File: src/rtl/ep_xlat_pkg.sv
// Shared encodings for the endpoint translation cache.
// Assumes: the address-type tag is 2 bits wide; 2'b11 is never produced.
package ep_xlat_pkg;
    typedef enum logic [1:0] {
        AT_UNTRANS = 2'b00,
        AT_XREQ    = 2'b01,
        AT_XLATED  = 2'b10
    } at_e;

    typedef enum logic [1:0] {
        ST_LOOKUP = 2'b00,
        ST_WAIT   = 2'b01,
        ST_REPLAY = 2'b10
    } st_e;
endpackage

File: src/rtl/ep_xlat_tags.sv
// Fully associative tag store with round-robin fill and invalidate-all.
// Assumes: at most one fill per cycle; no duplicate tags are filled, so at
// most one entry matches. A lookup in an invalidate cycle reports a miss.
module ep_xlat_tags #(
    parameter int ENTRIES = 8,
    parameter int TAG_W   = 52
) (
    input  logic             clk,
    input  logic             rst_n,
    input  logic [TAG_W-1:0] lk_tag,
    input  logic             inval,
    input  logic             fill_en,
    input  logic [TAG_W-1:0] fill_tag,
    input  logic [TAG_W-1:0] fill_xpg,
    output logic             lk_hit,
    output logic [TAG_W-1:0] lk_xpg
);
    localparam int PTR_W = (ENTRIES > 1) ? $clog2(ENTRIES) : 1;

    logic [ENTRIES-1:0] vld_q;
    logic [ENTRIES-1:0] match;
    logic [TAG_W-1:0]   tag_q [ENTRIES];
    logic [TAG_W-1:0]   xpg_q [ENTRIES];
    logic [PTR_W-1:0]   rr_q;

    // Per-entry comparators.
    for (genvar g = 0; g < ENTRIES; g++) begin : g_cmp
        assign match[g] = vld_q[g] && (tag_q[g] == lk_tag);
    end

    // Hit flag; an invalidate in the same cycle hides every entry.
    assign lk_hit = (|match) && !inval;

    // Select the translated page of the single matching entry.
    always_comb begin
        lk_xpg = '0;
        for (int i = 0; i < ENTRIES; i++) begin
            lk_xpg = lk_xpg | (match[i] ? xpg_q[i] : '0);
        end
    end

    // Valid bits and replacement pointer.
    always_ff @(posedge clk) begin
        if (!rst_n) begin
            vld_q <= '0;
            rr_q  <= '0;
        end else if (inval) begin
            vld_q <= '0;
        end else if (fill_en) begin
            vld_q[rr_q] <= 1'b1;
            rr_q        <= (rr_q == PTR_W'(ENTRIES - 1)) ? '0 : rr_q + 1'b1;
        end
    end

    // Tag and payload storage; no reset needed behind the valid bits.
    always_ff @(posedge clk) begin
        if (fill_en && !inval) begin
            tag_q[rr_q] <= fill_tag;
            xpg_q[rr_q] <= fill_xpg;
        end
    end
endmodule

File: src/rtl/ep_xlat_ctrl.sv
// Request steering and miss handling for the translation cache.
// Assumes: completions arrive only while a translation is outstanding; the
// requester holds its request stable until req_ready.
module ep_xlat_ctrl
    import ep_xlat_pkg::*;
#(
    parameter int ADDR_W = 64,
    parameter int OFF_W  = 12
) (
    input  logic                    clk,
    input  logic                    rst_n,
    input  logic                    req_valid,
    output logic                    req_ready,
    input  logic [ADDR_W-1:0]       req_addr,
    input  logic                    req_wr,
    output logic                    out_valid,
    input  logic                    out_ready,
    output logic [ADDR_W-1:0]       out_addr,
    output logic                    out_wr,
    output logic [1:0]              out_at,
    input  logic                    cpl_valid,
    output logic                    cpl_ready,
    input  logic                    cpl_ok,
    input  logic [ADDR_W-OFF_W-1:0] cpl_xpage,
    input  logic                    inval,
    input  logic                    lk_hit,
    input  logic [ADDR_W-OFF_W-1:0] lk_xpg,
    output logic                    fill_en,
    output logic [ADDR_W-OFF_W-1:0] fill_tag,
    output logic [ADDR_W-OFF_W-1:0] fill_xpg
);
    localparam int TAG_W = ADDR_W - OFF_W;

    st_e               st_q;
    logic [ADDR_W-1:0] hold_addr_q;
    logic              hold_wr_q;
    logic              ok_q;
    logic              drop_q;
    logic [TAG_W-1:0]  xpg_q;
    logic              take_miss;
    logic              cpl_fire;

    // Outgoing request mux and handshake outputs per state.
    always_comb begin
        out_valid = 1'b0;
        out_addr  = '0;
        out_wr    = 1'b0;
        out_at    = AT_UNTRANS;
        req_ready = 1'b0;
        cpl_ready = 1'b0;
        unique case (st_q)
            ST_LOOKUP: begin
                out_valid = req_valid;
                req_ready = out_ready;
                if (lk_hit) begin
                    out_at   = AT_XLATED;
                    out_addr = {lk_xpg, req_addr[OFF_W-1:0]};
                    out_wr   = req_wr;
                end else begin
                    out_at   = AT_XREQ;
                    out_addr = {req_addr[ADDR_W-1:OFF_W], {OFF_W{1'b0}}};
                end
            end
            ST_WAIT: cpl_ready = 1'b1;
            ST_REPLAY: begin
                out_valid = 1'b1;
                out_wr    = hold_wr_q;
                if (ok_q) begin
                    out_at   = AT_XLATED;
                    out_addr = {xpg_q, hold_addr_q[OFF_W-1:0]};
                end else begin
                    out_addr = hold_addr_q;
                end
            end
            default: ;
        endcase
    end

    // Event decode for miss capture and completion acceptance.
    assign take_miss = (st_q == ST_LOOKUP) && req_valid && out_ready && !lk_hit;
    assign cpl_fire  = (st_q == ST_WAIT) && cpl_valid;

    // Fill request toward the tag store.
    assign fill_en  = cpl_fire && cpl_ok && !drop_q && !inval;
    assign fill_tag = hold_addr_q[ADDR_W-1:OFF_W];
    assign fill_xpg = cpl_xpage;

    // State register and held-request capture.
    always_ff @(posedge clk) begin
        if (!rst_n) begin
            st_q        <= ST_LOOKUP;
            hold_addr_q <= '0;
            hold_wr_q   <= 1'b0;
            ok_q        <= 1'b0;
            drop_q      <= 1'b0;
            xpg_q       <= '0;
        end else begin
            unique case (st_q)
                ST_LOOKUP: if (take_miss) begin
                    st_q        <= ST_WAIT;
                    hold_addr_q <= req_addr;
                    hold_wr_q   <= req_wr;
                    drop_q      <= inval;
                end
                ST_WAIT: begin
                    if (inval) drop_q <= 1'b1;
                    if (cpl_valid) begin
                        st_q  <= ST_REPLAY;
                        ok_q  <= cpl_ok;
                        xpg_q <= cpl_xpage;
                    end
                end
                ST_REPLAY: if (out_ready) st_q <= ST_LOOKUP;
                default: st_q <= ST_LOOKUP;
            endcase
        end
    end
endmodule

File: src/rtl/ep_xlat_cache.sv
// Top of the endpoint address translation cache: tag store plus controller.
// Assumes: one translation outstanding at most; pages of 2**OFF_W bytes.
module ep_xlat_cache #(
    parameter int ADDR_W  = 64,
    parameter int OFF_W   = 12,
    parameter int ENTRIES = 8
) (
    input  logic                    clk,
    input  logic                    rst_n,
    input  logic                    req_valid,
    output logic                    req_ready,
    input  logic [ADDR_W-1:0]       req_addr,
    input  logic                    req_wr,
    output logic                    out_valid,
    input  logic                    out_ready,
    output logic [ADDR_W-1:0]       out_addr,
    output logic                    out_wr,
    output logic [1:0]              out_at,
    input  logic                    cpl_valid,
    output logic                    cpl_ready,
    input  logic                    cpl_ok,
    input  logic [ADDR_W-OFF_W-1:0] cpl_xpage,
    input  logic                    inval
);
    localparam int TAG_W = ADDR_W - OFF_W;

    logic             lk_hit;
    logic [TAG_W-1:0] lk_xpg;
    logic             fill_en;
    logic [TAG_W-1:0] fill_tag;
    logic [TAG_W-1:0] fill_xpg;

    ep_xlat_tags #(.ENTRIES(ENTRIES), .TAG_W(TAG_W)) u_tags (
        .clk      (clk),
        .rst_n    (rst_n),
        .lk_tag   (req_addr[ADDR_W-1:OFF_W]),
        .inval    (inval),
        .fill_en  (fill_en),
        .fill_tag (fill_tag),
        .fill_xpg (fill_xpg),
        .lk_hit   (lk_hit),
        .lk_xpg   (lk_xpg)
    );

    ep_xlat_ctrl #(.ADDR_W(ADDR_W), .OFF_W(OFF_W)) u_ctrl (
        .clk       (clk),
        .rst_n     (rst_n),
        .req_valid (req_valid),
        .req_ready (req_ready),
        .req_addr  (req_addr),
        .req_wr    (req_wr),
        .out_valid (out_valid),
        .out_ready (out_ready),
        .out_addr  (out_addr),
        .out_wr    (out_wr),
        .out_at    (out_at),
        .cpl_valid (cpl_valid),
        .cpl_ready (cpl_ready),
        .cpl_ok    (cpl_ok),
        .cpl_xpage (cpl_xpage),
        .inval     (inval),
        .lk_hit    (lk_hit),
        .lk_xpg    (lk_xpg),
        .fill_en   (fill_en),
        .fill_tag  (fill_tag),
        .fill_xpg  (fill_xpg)
    );
endmodule

File: config.mk
export PLATFORM = sky130hd
export DESIGN_NAME = ep_xlat_cache
export DESIGN_NICKNAME = d
export VERILOG_FILES = /design/src/rtl/ep_xlat_pkg.sv /design/src/rtl/ep_xlat_tags.sv /design/src/rtl/ep_xlat_ctrl.sv /design/src/rtl/ep_xlat_cache.sv
export SDC_FILE = /design/constraint.sdc
export NUM_CORES = 2
export LEC_CHECK = 0
export BUFFER_PORTS_ARGS = -buffer_cell sky130_fd_sc_hd__buf_2
export CAP_MARGIN = 20
export CORE_MARGIN = 2
export CORE_UTILIZATION = 55
export DETAILED_ROUTE_END_ITERATION = 10
export PLACE_DENSITY = 0.84
export SLEW_MARGIN = 20
export SYNTH_ARGS = -nofsm -noshare
export SYNTH_HDL_FRONTEND = slang
export SYNTH_SLANG_ARGS = --single-unit
File: constraint.sdc
create_clock -name clk -period 14.6 [get_ports clk]
set_input_delay 2.19 -clock clk [delete_from_list [all_inputs] [get_ports clk]]
set_output_delay 2.19 -clock clk [all_outputs]
set_load 0.01 [all_outputs]
==> results.md <==
- The worst reg2reg path depth is 11.
- Row generation in the floorplan step produced 98 rows.
- The count of final max-slew check failures is 0.
- In this run, distinct cell masters in the synthesized netlist total 65.
- For this block, the routed nets add up to 132000 µm of wire.
- After synthesis, the share of flip-flops with an asynchronous set or reset is 0.
- The I/O pin count is 194.
- Clock latency on the worst-skew pair, taken at its later pin, is 0.69 ns.
- The setup TNS after final layout is 0 ns.
- Synthesis produced a netlist whose cell count is 2737.
- The Yosys warning count is 0.
- The initial utilization of the core area, before any placement, comes to 0.553.
- The main flop type after synthesis is sky130_fd_sc_hd__edfxtp_1.
- The sort of element at the start of the critical path is a primary input.
- The flop-to-flop setup slack is 9.94 ns.
- The routed design could run at a clock period as short as 9.38 ns.
- The net count of the finished layout is 3019.
- The congestion estimate from routability-driven global placement came to 1.00.
- At the pin with the least slew margin, the transition time is 1.15 ns.
- The biggest fanout along the worst timing path is 69.
- Setup repair after global routing left no endpoint under its margin.
- The leakage component of the power is 14.2 nW.
- The die is 272 µm tall.
- The growth of design area from synthesis to finish is 12.5%.
- The endpoint type of the worst setup path is a primary output.
- The highest clock frequency the design can meet is 107 MHz.
- The number of antenna violations at the first check in global routing is 12.
- Of the available clock period, the critical path in the final layout requires 0.642.
- The post-synthesis instance area is 39400 µm².
- After clock tree synthesis, the clock-pin slew on the worst setup and hold paths is 0.06 ns.
- Tracing the worst setup path back leads to its startpoint at req_addr[60].
- The post-cts sizing count is 0.
- IR analysis of the VDD net gives a maximum drop of 0.120 mV.
- The flow ran to the end, and the final reports show no timing, DRC or antenna violations.
- The relative slew slack is 0.237.
- Counting along the longest clock path gives a buffer depth of 3.
- The deepest level of the CTS H-tree is 3.
- The number of routed nets with antenna violations is 0.
- The mean number of vias per cell is 6.95.
- The number of clock sinks seen by CTS is 964.
- The fraction of layout cells with a size suffix above 1 is 0.148.
- The number of fill cells is 4901.
- The number of design-rule violations left by the first detailed-router iteration is 4860.
- The routed layout has 27300 vias.
- The type of the setup path with the least slack is primary input to primary output.
- TritonCTS built the clock tree.
- Across the run, the number of max-cap violations was 0.
- The floorplan step defined a die boundary enclosing 73800 µm².
- Clock tree synthesis selected as its root buffer the cell sky130_fd_sc_hd__clkbuf_16.
- The overall track demand over capacity in global routing is 0.352.
- The number of buffers created by CTS is 95.
- The top cell types in the final layout, fill and taps aside, are sky130_fd_sc_hd__edfxtp_1 (832), sky130_fd_sc_hd__xnor2_1 (241), sky130_fd_sc_hd__buf_2 (193), sky130_fd_sc_hd__nand2_1 (144), sky130_fd_sc_hd__dfxtp_1 (131).
- Across all setup checks in the final design, the least slack found is 5.22 ns.
- In this run the standard cell core region covers 71200 µm².
- The total global routing overflow is 0.
- In the routed design, unresolved DRC markers number 0.
- The HPWL after detailed placement is 80500 µm.
- The worst register-to-register path ends at u_ctrl.hold_addr_q[15].
- The setup-violating endpoint count in the final report is 0.
- The number of nets handed over by synthesis was 2863.
- Dividing the synthesized area by the synthesized cell count gives 14.4 µm².
- The pin count of the biggest net entering global routing is 92.
- Power spread over the standard cell area amounts to 131 nW/µm².
- The number of hold violations in the final report is 0.
- In the final routed layout, each cell accounts on average for 33.6 µm.
- In this run, synthesis produced a sequential element count of 964.
- The number of post-CTS setup repair buffers is 0.
- Yosys mapped a number of flops with a built-in enable equal to 832.
- The tightest min-delay check is of the register to register type.
- The die is 272 µm wide.
- Leaving out fill and tap cells, the most frequent cell in the layout is sky130_fd_sc_hd__edfxtp_1.
- The share of the Yosys chip area taken by registers is 0.701.
- Data arrives at the worst endpoint at 7.19 ns.
- The number of global-route vias before repair is 26000.
- After clock tree synthesis, the flow added hold-fix buffers numbering 0.
- The cell depth of the worst min-delay path is 0.
- The required time at the endpoint of the critical path is 12.41 ns.
- Clock skew on the completed layout was measured at 0.0358 ns.
- The first-pass detailed-route iteration total is 6.
- The capturing instance or port of the critical path is out_addr[39].
- The number of buffer cells added on primary ports is 193.
- The worst slack after detailed placement is 5.42 ns.
- The first global-routing pass estimated 186000 µm of wire.
- The startpoint of the most critical register-to-register path is u_tags.tag_q[3][48].
-- synth_stat cells, types with 9 or more instances --
cell type,count,area share
sky130_fd_sc_hd__edfxtp_1,832,0.63
sky130_fd_sc_hd__nand3_1,91,0.012
sky130_fd_sc_hd__and4_1,18,0.0040
sky130_fd_sc_hd__inv_1,37,0.0035
sky130_fd_sc_hd__a32o_1,44,0.011
sky130_fd_sc_hd__nand2b_1,79,0.013
sky130_fd_sc_hd__o2111ai_1,17,0.0038
sky130_fd_sc_hd__a31o_1,22,0.0049
sky130_fd_sc_hd__a22o_1,35,0.0078
sky130_fd_sc_hd__nand2_1,146,0.014
sky130_fd_sc_hd__buf_2,74,0.0094
sky130_fd_sc_hd__xnor2_1,241,0.054
sky130_fd_sc_hd__a221oi_1,44,0.0098
sky130_fd_sc_hd__nor2_1,63,0.0060
sky130_fd_sc_hd__mux2_2,11,0.0031
sky130_fd_sc_hd__a22oi_1,94,0.018
sky130_fd_sc_hd__dfxtp_1,132,0.067
sky130_fd_sc_hd__o21ai_0,83,0.011
sky130_fd_sc_hd__nor3_1,14,0.0018
sky130_fd_sc_hd__nor4_1,45,0.0071
sky130_fd_sc_hd__a31oi_1,15,0.0024
sky130_fd_sc_hd__nor2b_1,12,0.0019
sky130_fd_sc_hd__buf_1,9,0.00086
sky130_fd_sc_hd__a311o_1,11,0.0028
sky130_fd_sc_hd__o31ai_1,11,0.0021
sky130_fd_sc_hd__mux2i_1,42,0.011
sky130_fd_sc_hd__a21oi_1,123,0.016
sky130_fd_sc_hd__clkbuf_1,94,0.0089
sky130_fd_sc_hd__nand4_1,92,0.015
sky130_fd_sc_hd__xor2_1,108,0.024
-- kinds of logic after synthesis --
kind of cell,after synthesis,synth area share
mux,53,0.0138
buf+inv,229,0.0260
compound gates,549,0.101
fa+ha+maj,2,0.000635
flops,964,0.701
xor+xnor,349,0.0775
simple gates,591,0.0807
-- sequential cells by signal, indices dropped and copies added, names as in the netlist --
signal and flops:
u_ctrl.ok_q 1, u_ctrl.hold_wr_q 1, u_ctrl.st_q 2, u_tags.rr_q 3, u_ctrl.xpg_q 52, u_ctrl.drop_q 1
u_ctrl.hold_addr_q 64, u_tags.xpg_q 416, u_tags.tag_q 416, u_tags.vld_q 8
-- where the power goes --
part	internal, mW	total (mW)	switching, mW
Combinational	0.0893	0.308	0.219
Clock	1.38	2.45	1.07
Sequential	3.00	3.04	0.0391
-- how the worst min path moves through the flow --
stage          slack [ns]            endpoint                    from
2_1_floorplan        0.43    u_ctrl.xpg_q[10]        u_ctrl.xpg_q[10]
3_3_place_gp         0.43  u_tags.tag_q[2][5]  u_ctrl.hold_addr_q[17]
3_5_place_dp         0.43  u_tags.tag_q[2][5]  u_ctrl.hold_addr_q[17]
4_1_cts              0.44  u_tags.tag_q[2][5]  u_ctrl.hold_addr_q[17]
5_1_grt              0.46  u_tags.tag_q[2][5]  u_ctrl.hold_addr_q[17]
6_report             0.45  u_tags.tag_q[2][5]  u_ctrl.hold_addr_q[17]
-- routing by layer --
metal | track usage | vias up | share of wire
li1 | - | 10800 | -
met1 | 0.467 | 13400 | 0.34
met2 | 0.531 | 2662 | 0.44
met3 | 0.0936 | 475 | 0.15
met4 | 0.196 | 14 | 0.064
met5 | 0.00513 | - | 0.00098
-- area by class of cell --
| type | instances | area (µm²) | area share |
|---|---|---|---|
| diodes | 8 | 20.0 | 0.000451 |
| clock buffers | 127 | 2590 | 0.0583 |
| well taps | 950 | 1190 | 0.0268 |
| flip-flops and latches | 964 | 27600 | 0.623 |
| inverters | 40 | 155 | 0.00350 |
| multi-input cells | 1544 | 10900 | 0.245 |
| repair buffers | 248 | 1380 | 0.0311 |
| clock inverters | 51 | 542 | 0.0122 |
-- worst max-delay path, cell delays in order --
cell,delay [ns]
sky130_fd_sc_hd__buf_2,0.46
sky130_fd_sc_hd__xor2_1,0.14
sky130_fd_sc_hd__nor4_1,0.83
sky130_fd_sc_hd__nand4_1,0.31
sky130_fd_sc_hd__nor4_4,0.34
sky130_fd_sc_hd__buf_4,0.38
sky130_fd_sc_hd__a21oi_2,0.18
sky130_fd_sc_hd__a41oi_4,0.25
sky130_fd_sc_hd__buf_4,0.59
sky130_fd_sc_hd__buf_4,0.64
sky130_fd_sc_hd__nor2_1,0.20
sky130_fd_sc_hd__o31ai_1,0.35
sky130_fd_sc_hd__buf_2,0.20
-- metrics by stage --
step	utilization	hold WS [ns]	cells	cell area, µm²	total power [mW]
4_1_cts	0.623	0.445	3924	44300	5.78
5_1_grt	0.623	0.456	3925	44400	5.91
6_report	0.623	0.449	3932	44400	5.80
3_5_place_dp	0.579	0.430	3746	41200	3.39
2_1_floorplan	-	0.433	2737	39400	3.23
3_3_place_gp	0.579	0.425	3746	41200	3.38
Note: power is estimated with default switching activity, not from simulation.
